[src/rtl/rgmii_rx_pkg.sv]
`timescale 1ns/1ps
package rgmii_rx_pkg;
  localparam int NIB_W  = 4;
  localparam int BYTE_W = 2 * NIB_W;

  localparam logic [BYTE_W-1:0] PRE_BYTE = 8'h55;
  localparam logic [BYTE_W-1:0] SFD_BYTE = 8'hD5;
  // In nibble mode the delimiter is told apart by its upper nibble.
  localparam logic [NIB_W-1:0]  PRE_NIB  = PRE_BYTE[NIB_W-1:0];
  localparam logic [NIB_W-1:0]  SFD_NIB  = SFD_BYTE[BYTE_W-1:NIB_W];

  typedef enum logic [1:0] {
    ST_IDLE,
    ST_PRE,
    ST_DROP,
    ST_DATA
  } frm_state_t;

  function automatic logic [BYTE_W-1:0] join_nibbles(input logic [NIB_W-1:0] lo,
                                                     input logic [NIB_W-1:0] hi);
    return {hi, lo};
  endfunction

  function automatic logic is_preamble(input logic [BYTE_W-1:0] sym, input logic gig);
    return gig ? (sym == PRE_BYTE) : (sym[NIB_W-1:0] == PRE_NIB);
  endfunction

  function automatic logic is_sfd(input logic [BYTE_W-1:0] sym, input logic gig);
    return gig ? (sym == SFD_BYTE) : (sym[NIB_W-1:0] == SFD_NIB);
  endfunction
endpackage

[src/rtl/rgmii_rx_capture.sv]
`timescale 1ns/1ps
module rgmii_rx_capture
  import rgmii_rx_pkg::*;
(
  input  logic              clk,
  input  logic              rst_n,
  input  logic              gig_mode,
  input  logic [NIB_W-1:0]  rxd,
  input  logic              rx_dv,
  output logic              sym_vld,
  output logic [BYTE_W-1:0] sym_data
);
  logic [NIB_W-1:0] rise_q;
  logic [NIB_W-1:0] fall_q;
  logic             dv_q;

  always_ff @(posedge clk or negedge rst_n) begin
    if (!rst_n) begin
      rise_q <= '0;
      dv_q   <= 1'b0;
    end else begin
      rise_q <= rxd;
      dv_q   <= rx_dv;
    end
  end

  always_ff @(negedge clk or negedge rst_n) begin
    if (!rst_n) fall_q <= '0;
    else        fall_q <= rxd;
  end

  // Realign both halves into the rising-edge domain.
  always_ff @(posedge clk or negedge rst_n) begin
    if (!rst_n) begin
      sym_vld  <= 1'b0;
      sym_data <= '0;
    end else begin
      sym_vld  <= dv_q;
      sym_data <= gig_mode ? join_nibbles(rise_q, fall_q) : {{NIB_W{1'b0}}, rise_q};
    end
  end
endmodule

[src/rtl/rgmii_rx_framer.sv]
`timescale 1ns/1ps
module rgmii_rx_framer
  import rgmii_rx_pkg::*;
(
  input  logic              clk,
  input  logic              rst_n,
  input  logic              gig_mode,
  input  logic              sym_vld,
  input  logic [BYTE_W-1:0] sym_data,
  output logic              frame_start,
  output logic              byte_done,
  output logic [BYTE_W-1:0] byte_data,
  output logic              frame_end,
  output logic              odd_end
);
  frm_state_t       state_q, state_d;
  logic             phase_q, phase_d;
  logic [NIB_W-1:0] lo_q, lo_d;

  always_comb begin
    state_d     = state_q;
    phase_d     = phase_q;
    lo_d        = lo_q;
    frame_start = 1'b0;
    byte_done   = 1'b0;
    byte_data   = sym_data;
    frame_end   = 1'b0;
    odd_end     = 1'b0;
    unique case (state_q)
      ST_IDLE: begin
        if (sym_vld) state_d = is_preamble(sym_data, gig_mode) ? ST_PRE : ST_DROP;
      end
      ST_PRE: begin
        if (!sym_vld) begin
          state_d = ST_IDLE;
        end else if (is_sfd(sym_data, gig_mode)) begin
          state_d     = ST_DATA;
          phase_d     = 1'b0;
          frame_start = 1'b1;
        end else if (!is_preamble(sym_data, gig_mode)) begin
          state_d = ST_DROP;
        end
      end
      ST_DROP: begin
        if (!sym_vld) state_d = ST_IDLE;
      end
      ST_DATA: begin
        if (!sym_vld) begin
          state_d   = ST_IDLE;
          frame_end = 1'b1;
          odd_end   = phase_q;
          phase_d   = 1'b0;
        end else if (gig_mode) begin
          byte_done = 1'b1;
        end else if (!phase_q) begin
          lo_d    = sym_data[NIB_W-1:0];
          phase_d = 1'b1;
        end else begin
          byte_done = 1'b1;
          byte_data = join_nibbles(lo_q, sym_data[NIB_W-1:0]);
          phase_d   = 1'b0;
        end
      end
      default: state_d = ST_IDLE;
    endcase
  end

  always_ff @(posedge clk or negedge rst_n) begin
    if (!rst_n) begin
      state_q <= ST_IDLE;
      phase_q <= 1'b0;
      lo_q    <= '0;
    end else begin
      state_q <= state_d;
      phase_q <= phase_d;
      lo_q    <= lo_d;
    end
  end
endmodule

[src/rtl/rgmii_rx_output.sv]
`timescale 1ns/1ps
module rgmii_rx_output
  import rgmii_rx_pkg::*;
(
  input  logic              clk,
  input  logic              rst_n,
  input  logic              frame_start,
  input  logic              byte_done,
  input  logic [BYTE_W-1:0] byte_data,
  input  logic              frame_end,
  input  logic              odd_end,
  output logic              out_valid,
  output logic [BYTE_W-1:0] out_data,
  output logic              out_sof,
  output logic              out_eof,
  output logic              align_err
);
  // One byte is held back so that the last byte can carry end-of-frame.
  logic              pend_vld;
  logic [BYTE_W-1:0] pend_data;
  logic              pend_first;
  logic              first_next;

  always_ff @(posedge clk or negedge rst_n) begin
    if (!rst_n) begin
      pend_vld   <= 1'b0;
      pend_data  <= '0;
      pend_first <= 1'b0;
      first_next <= 1'b0;
      out_valid  <= 1'b0;
      out_data   <= '0;
      out_sof    <= 1'b0;
      out_eof    <= 1'b0;
      align_err  <= 1'b0;
    end else begin
      if (frame_end) begin
        out_valid  <= pend_vld;
        out_data   <= pend_data;
        out_sof    <= pend_vld & pend_first;
        out_eof    <= pend_vld;
        align_err  <= odd_end;
        pend_vld   <= 1'b0;
        pend_first <= 1'b0;
        first_next <= 1'b0;
      end else if (byte_done) begin
        out_valid  <= pend_vld;
        out_data   <= pend_data;
        out_sof    <= pend_vld & pend_first;
        out_eof    <= 1'b0;
        align_err  <= 1'b0;
        pend_vld   <= 1'b1;
        pend_data  <= byte_data;
        pend_first <= first_next;
        first_next <= 1'b0;
      end else begin
        out_valid  <= 1'b0;
        out_sof    <= 1'b0;
        out_eof    <= 1'b0;
        align_err  <= 1'b0;
        if (frame_start) first_next <= 1'b1;
      end
    end
  end
endmodule

[src/rtl/rgmii_rx_assembler.sv]
`timescale 1ns/1ps
module rgmii_rx_assembler
  import rgmii_rx_pkg::*;
(
  input  logic              clk,
  input  logic              rst_n,
  input  logic              gig_mode,
  input  logic [NIB_W-1:0]  rxd,
  input  logic              rx_dv,
  output logic              out_valid,
  output logic [BYTE_W-1:0] out_data,
  output logic              out_sof,
  output logic              out_eof,
  output logic              align_err
);
  logic              sym_vld;
  logic [BYTE_W-1:0] sym_data;
  logic              frame_start;
  logic              byte_done;
  logic [BYTE_W-1:0] byte_data;
  logic              frame_end;
  logic              odd_end;

  rgmii_rx_capture u_capture (
    .clk      (clk),
    .rst_n    (rst_n),
    .gig_mode (gig_mode),
    .rxd      (rxd),
    .rx_dv    (rx_dv),
    .sym_vld  (sym_vld),
    .sym_data (sym_data)
  );

  rgmii_rx_framer u_framer (
    .clk         (clk),
    .rst_n       (rst_n),
    .gig_mode    (gig_mode),
    .sym_vld     (sym_vld),
    .sym_data    (sym_data),
    .frame_start (frame_start),
    .byte_done   (byte_done),
    .byte_data   (byte_data),
    .frame_end   (frame_end),
    .odd_end     (odd_end)
  );

  rgmii_rx_output u_output (
    .clk         (clk),
    .rst_n       (rst_n),
    .frame_start (frame_start),
    .byte_done   (byte_done),
    .byte_data   (byte_data),
    .frame_end   (frame_end),
    .odd_end     (odd_end),
    .out_valid   (out_valid),
    .out_data    (out_data),
    .out_sof     (out_sof),
    .out_eof     (out_eof),
    .align_err   (align_err)
  );
endmodule

[config.mk]
export PLATFORM = sky130hd
export DESIGN_NAME = rgmii_rx_assembler
export DESIGN_NICKNAME = d
export VERILOG_FILES = /design/src/rtl/rgmii_rx_pkg.sv /design/src/rtl/rgmii_rx_capture.sv /design/src/rtl/rgmii_rx_framer.sv /design/src/rtl/rgmii_rx_output.sv /design/src/rtl/rgmii_rx_assembler.sv
export SDC_FILE = /design/constraint.sdc
export NUM_CORES = 1
export LEC_CHECK = 0
export ABC_AREA = 1
export CAP_MARGIN = 15
export CORE_UTILIZATION = 55
export DETAILED_ROUTE_END_ITERATION = 10
export PLACE_DENSITY = 0.81
export SLEW_MARGIN = 10
export SYNTH_ARGS = -nofsm -noshare
export SYNTH_HDL_FRONTEND = slang
export SYNTH_SLANG_ARGS = --single-unit
[constraint.sdc]
create_clock -name clk -period 1.75 [get_ports clk]
set_clock_uncertainty 0.15 [all_clocks]
set_input_delay 0.35 -clock clk [delete_from_list [all_inputs] [get_ports clk]]
set_output_delay 0.35 -clock clk [all_outputs]
set_load 0.05 [all_outputs]
==> results of run 1 <==
## cell families after synthesis
kind of cell / Yosys count / share of synthesized area, %
AND/OR/NAND/NOR: 96 / 22.1
flip-flops: 48 / 63.7
AO/OA/AOI/OAI: 27 / 8.02
buffers and inverters: 26 / 6.23
## through the flow
stage / util [%] / instance area, sq um / hold slack (ps) / cells / setup WS (ps)
floorplan: - / 1890 / -95.6 / 197 / 215
global placement: 67.9 / 2140 / 51.6 / 260 / -204
detailed placement: 67.9 / 2140 / 58.7 / 260 / -232
CTS: 70.1 / 2210 / 214 / 269 / 135
global route: 70.1 / 2210 / 218 / 269 / 105
finish: 70.1 / 2210 / 212 / 269 / 133
## routing by layer
metal | vias to the layer above | GRT usage (%)
met1 | 633 | 22.5
li1 | 668 | -
met4 | 0 | 12.3
met3 | 4 | 5.33
met2 | 52 | 36.3
met5 | - | 0
## repair_timing
item,in CTS,in global routing
setup endpoints to repair,0,0
hold endpoints to repair,19,0
hold buffers,1,0
resized for setup,0,0
## worst max path at each step
stage	endpoint	startpoint	slack (ps)	depth (start not counted)
5_1_grt	u_output.out_data[0]$_DFFE_PN0N_	u_framer.phase_q$_DFFE_PN0P_	100	6
6_report	u_capture.fall_q[0]$_DFF_NN0_	rxd[0]	130	1
3_3_place_gp	u_capture.fall_q[3]$_DFF_NN0_	rxd[3]	-200	1
3_5_place_dp	u_capture.fall_q[3]$_DFF_NN0_	rxd[3]	-230	1
2_1_floorplan	u_capture.sym_data[4]$_DFF_PN0_	u_capture.fall_q[0]$_DFF_NN0_	210	2
4_1_cts	u_capture.fall_q[3]$_DFF_NN0_	rxd[3]	140	1
## power breakdown
| group | switching [mW] | internal [mW] | total [mW] |
|---|---|---|---|
| registers | 0.162 | 1.34 | 1.50 |
| logic | 0.568 | 0.373 | 0.941 |
| clock network | 0.306 | 0.199 | 0.504 |
## layout make-up
type	count	area [sq um]	share of cell area [%]
Tap cell	44	55.1	2.49
Inverter	22	82.6	3.74
Sequential cell	48	1200	54.3
Multi-Input combinational cell	123	568	25.7
Timing Repair Buffer	24	245	11.1
Clock buffer	8	58.8	2.66
## registers in the layout, indices dropped and copies added (netlist names), 2 cells and up
register and flops:
u_capture.fall_q 4, u_capture.rise_q 4, u_capture.sym_data 8, u_framer.lo_q 4
u_framer.state_q 2, u_output.out_data 8, u_output.pend_data 8
## synthesized netlist by cell type
library cell / instances
a21boi_0: 1
a21oi_1: 9
a21oi_2: 1
buf_2: 1
buf_4: 1
buf_6: 2
dfrtn_1: 4
dfrtp_1: 44
inv_1: 20
inv_2: 2
nand2_1: 67
nand2_2: 1
nand3_1: 6
nand3_4: 1
nand4_1: 2
nor2_1: 15
nor2_4: 1
nor3_1: 1
nor3_2: 1
nor3_4: 1
o211ai_1: 1
o21ai_0: 12
o21ai_1: 2
o22ai_2: 1
==> metrics.md, run 1 <==
| Metric | Value |
|---|---|
| IO Count | 20 |
| P&R area growth vs syn | 17.2% |
| Worst hold path cell count | 0 |
| CP Data Arrival Time | around 770 ps |
| Syn nets | a little over 200 |
| Layout cells sized above 1 | roughly 14% |
| Post-DR vias/cell | 5.04 |
| Final-stage net count | 232 |
| Pin count of the biggest net entering global routing | 26 |
| Cell Chain, Critical Path | clkdlybuf4s50_1 |
| Yosys reg bits | 48 |
| Critical-path maximum fanout | 2 |
| Clock-pin slew on the worst setup and hold paths | about 110 ps |
| Post-route DRC | 0 |
| Max VDD drop | about 0.68 mV |
| CTS Root Cell | clkbuf_4 |
| Critical Path End Type | flip-flop |
| Slowest stage delay, CP | 420 ps |
| Vias | between 1000 and 1500 |
| Rows | 20 |
| Critical Path Slowest Stage Cell | clkdlybuf4s50_1 |
| Crit Reg-Reg Startpoint | u_capture.fall_q[3]$_DFF_NN0_ |
| H-Tree Depth | 2 |
| Max Buffers Root-to-Sink | 2 |
| Power Density | ~1300 mW/mm^2 |
| RSZ-0062 raised after global routing | no |
| 1st-iter DRT viols | 77 |
| DR WL/cell | ~11 um |
| Reg2reg path depth | 2 |
| Syn Area/Cell | ~9.6 sq um |
| Top cell type's share of synthesized area | 58.4% |
| Die Area | 0.00367 sq mm |
| Pleak | 1.15 nW |
| IO Port Bufs | 19 |
| Type of element launching the critical path | primary input |
| Initial Util | approximately 60% |
| Max layer used | met4 |
| Setup violations, final | 0 |
| Cell Area, Synth | between 0.0015 and 0.002 sq mm |
| Post-CTS Setup Bufs | 0 |
| Ant diodes | 0 |
| Hold worst-path end | u_capture.sym_data[2]$_DFF_PN0_ |
| Number of global-route vias before repair | 1332 |
| TritonRoute pass-1 iters | 4 |
| Flop-to-flop setup slack | between 150 and 200 ps |
| Leading area contributor after synthesis | dfrtp_1 |
| Reg2Reg Capture Point | u_capture.sym_data[7]$_DFF_PN0_ |
| Synth Warn # | 0 |
| Critical hold path startpoint | u_capture.rise_q[2]$_DFF_PN0_ |
| First-pass GRT wire length | roughly 5400 um |
| Yosys cell types | 24 |
| Overall Global Routing Usage | about a fifth |
| Most common cell after layout, fill and taps aside | nand2_1 |
| Total power draw | about 2.9 mW |
| Worst path bufs/invs | 1 |
| Largest cells by area after synthesis | dfrtp_1 58%, nand2_1 13%, dfrtn_1 5.3% |
| Status | finished, final reports clean |
| Slew @ Worst Pin | ~310 ps |
| Initial antenna violation count | 0 |
| WS Path Type | in -> reg |
| Core area | around 0.0032 sq mm |
| Die Height | 60.6 um |
| Met1 wire length | between 1000 and 1500 um |
| Setup TNS | 0 ps |
| CTS buffer count | 5 |
| Family with the most delay on the worst path | buffers and inverters |
| Worst slew margin | about four fifths |
| Die width | 60.6 um |
| Gpl congestion | between 0.8 and 0.9 |
| DRT antenna net count | 0 |
| Max Cap Violations | 0 |
| Hpwl dp | approximately 2200 um |
| Routed wl met3 | roughly 180 um |
| Final hold viol count | 0 |
| # fillers | between 200 and 250 |
| Worst min path class | reg -> reg |
| Crit path required time | 900 ps |
| Sequential fraction of the synthesis area | 63.7% |
| Sink Count | between 40 and 50 |
| DR WL met2 | 1530 um |
| CTS tree | yes |
| Grt ovf | 0 |
| Most frequent cells in the layout | 67 x nand2_1, 44 x dfrtp_1, 20 x inv_1 |
| Worst-Skew Late Latency | ~350 ps |
| Routed WL | about 3000 um |
| Pins Over Slew Limit | 0 |
| Synth Instances | between 150 and 200 |
(Power assumes the default switching activity.)
==> run 2: changes to the inputs <==
Settings changed: CORE_UTILIZATION 55 to 58, CTS_BUF_LIST from default to sky130_fd_sc_hd__clkbuf_2 sky130_fd_sc_hd__clkbuf_4 sky130_fd_sc_hd__clkbuf_8, PLACE_DENSITY 0.81 to 0.84.
==> metrics.md, run 2 (synthesis results as in run 1) <==
| Metric | Value |
|---|---|
| CTS tree | yes |
| Dpl cell area | around 0.0021 sq mm |
| Post-DR vias/cell | around 5.0 |
| Max VDD drop | ~0.58 mV |
| CTS buffer count | 5 |
| Number of global-route vias before repair | 1254 |
| Overall Global Routing Usage | 20.7% |
| Die width | 59.0 um |
| Die Area | roughly 0.0035 sq mm |
| Routed WL | a little under 3000 um |
| H-Tree Depth | 2 |
| Internal Pwr Total | between 1.5 and 2 mW |
| Post-CTS Setup Bufs | 0 |
| Cell Chain, Critical Path | clkdlybuf4s50_1 |
| First-pass GRT wire length | about 5200 um |
| Family with the most delay on the worst path | buffers and inverters |
| Clock-pin slew on the worst setup and hold paths | approximately 110 ps |
| Power share of the combinational group | a little under a third |
| Crit path required time | roughly 900 ps |
| Status | finished, final reports clean |
| IO Count | 20 |
| Setup TNS | 0 ps |
| Grt ovf | 0 |
| Critical-path maximum fanout | 2 |
| Seq pwr share | between 50% and 60% |
| Pleak | 1.15 nW |
| Pins Over Slew Limit | 0 |
| Clock power frac | between 10% and 20% |
| NetSw | approximately 1.0 mW |
| CP Data Arrival Time | 760 ps |
| Min Hold Slack | between 200 and 250 ps |
| Post-Layout Cell Count | roughly 270 |
| Rows | 20 |
| Net Sw Frac | 35.5% |
| RSZ-0062 raised after global routing | no |
| Max Buffers Root-to-Sink | 2 |
| Placed Cells | approximately 260 |
| CTS Root Cell | clkbuf_4 |
| 1st-iter DRT viols | 66 |
| DRT antenna net count | 0 |
| Most common cell after layout, fill and taps aside | nand2_1 |
| Flop-to-flop setup slack | ~180 ps |
| Post-route DRC | 0 |
| Setup WS pre-CTS | -217 ps |
| Ant diodes | 0 |
| Initial antenna violation count | 0 |
| Most frequent cells in the layout | 67 x nand2_1, 44 x dfrtp_1, 20 x inv_1 |
| Type of element launching the critical path | primary input |
| Vias | between 1000 and 1500 |
| Max Cap Violations | 0 |
| IO Port Bufs | 19 |
| Worst min path class | reg -> reg |
| Worst-Skew Late Latency | approximately 350 ps |
| Worst slew margin | 67.6% |
| Slew @ Worst Pin | approximately 490 ps |
| Final cell utilization of the core | a little under three quarters |
| Final-stage net count | around 230 |
| WS Path Type | in -> reg |
| Critical Path Slowest Stage Cell | clkdlybuf4s50_1 |
| Largest regs | u_capture.sym_data: 8 flops, u_output.out_data: 8 flops, u_output.pend_data: 8 flops |
| Slowest stage delay, CP | between 400 and 500 ps |
| Die Height | 59.0 um |
| Initial Util | approximately three fifths |
| TritonRoute pass-1 iters | 4 |
| Total power draw | 2.90 mW |
| Gpl congestion | 0.842 |
| Post-route cell area | about 0.0022 sq mm |
| Setup violations, final | 0 |
| DR WL/cell | 11.1 um |
| Core area | approximately 0.0031 sq mm |
| Worst path bufs/invs | 1 |
| Sink Count | 48 |
| Critical Path End Type | flip-flop |
| Worst Setup Slack, final | approximately 140 ps |
| # resized after CTS | 0 |
| Hpwl dp | approximately 2200 um |
| Layout cells sized above 1 | ~15% |
| P&R area growth vs syn | 16.0% |
| Pin count of the biggest net entering global routing | 42 |
| Final hold viol count | 0 |
| Power Density | between 1000 and 1500 mW/mm^2 |
==> run 2: worst register-to-register path, delay by kind of cell (launching register included) <==
family,cells,cell delay [ps]
flops,1,400
buf+inv,1,60
simple gates,1,60
==> run 2: worst paths after layout <==
kind | depth (start not counted) | startpoint | to
worst max-delay path | 1 | rxd[3] | u_capture.fall_q[3]$_DFF_NN0_
worst min-delay path | 0 | u_capture.rise_q[0]$_DFF_PN0_ | u_capture.sym_data[0]$_DFF_PN0_
worst min register to register | 0 | u_capture.rise_q[0]$_DFF_PN0_ | u_capture.sym_data[0]$_DFF_PN0_
worst max register to register | 2 | u_capture.fall_q[0]$_DFF_NN0_ | u_capture.sym_data[4]$_DFF_PN0_
max in group asynchronous | 2 | rst_n | u_capture.fall_q[3]$_DFF_NN0_
min in group asynchronous | 2 | rst_n | u_capture.rise_q[2]$_DFF_PN0_
==> run 2: area by class of cell <==
cell class	count	area, sq um
Clock buffer	7	52.6
Clock inverter	1	5.00
Fill cell	228	888
Inverter	22	82.6
Multi-Input combinational cell	123	568
Sequential cell	48	1200
Tap cell	44	55.1
Timing Repair Buffer	23	225
==> run 2: metal layers <==
layer,global-route usage (%),part of all wire (%),vias up
met2,35.1,50,42
met1,24.2,42,615
met5,0,0,-
met3,4.59,5.7,7
met4,11.9,2.3,0
li1,-,-,664
==> run 2: power groups by stage <==
stage	Clock (mW)	Combinational (mW)	Sequential, mW
2_1_floorplan	0	0.271	1.79
3_3_place_gp	0	0.886	1.50
3_5_place_dp	0	0.909	1.52
4_1_cts	0.517	0.914	1.50
5_1_grt	0.567	0.988	1.52
6_report	0.500	0.905	1.49
==> run 2: what timing repair did <==
| action | in CTS | in global routing |
|---|---|---|
| endpoints found under the hold margin | 3 | 0 |
| hold buffers | 1 | 0 |
| endpoints found under the setup margin | 0 | 0 |
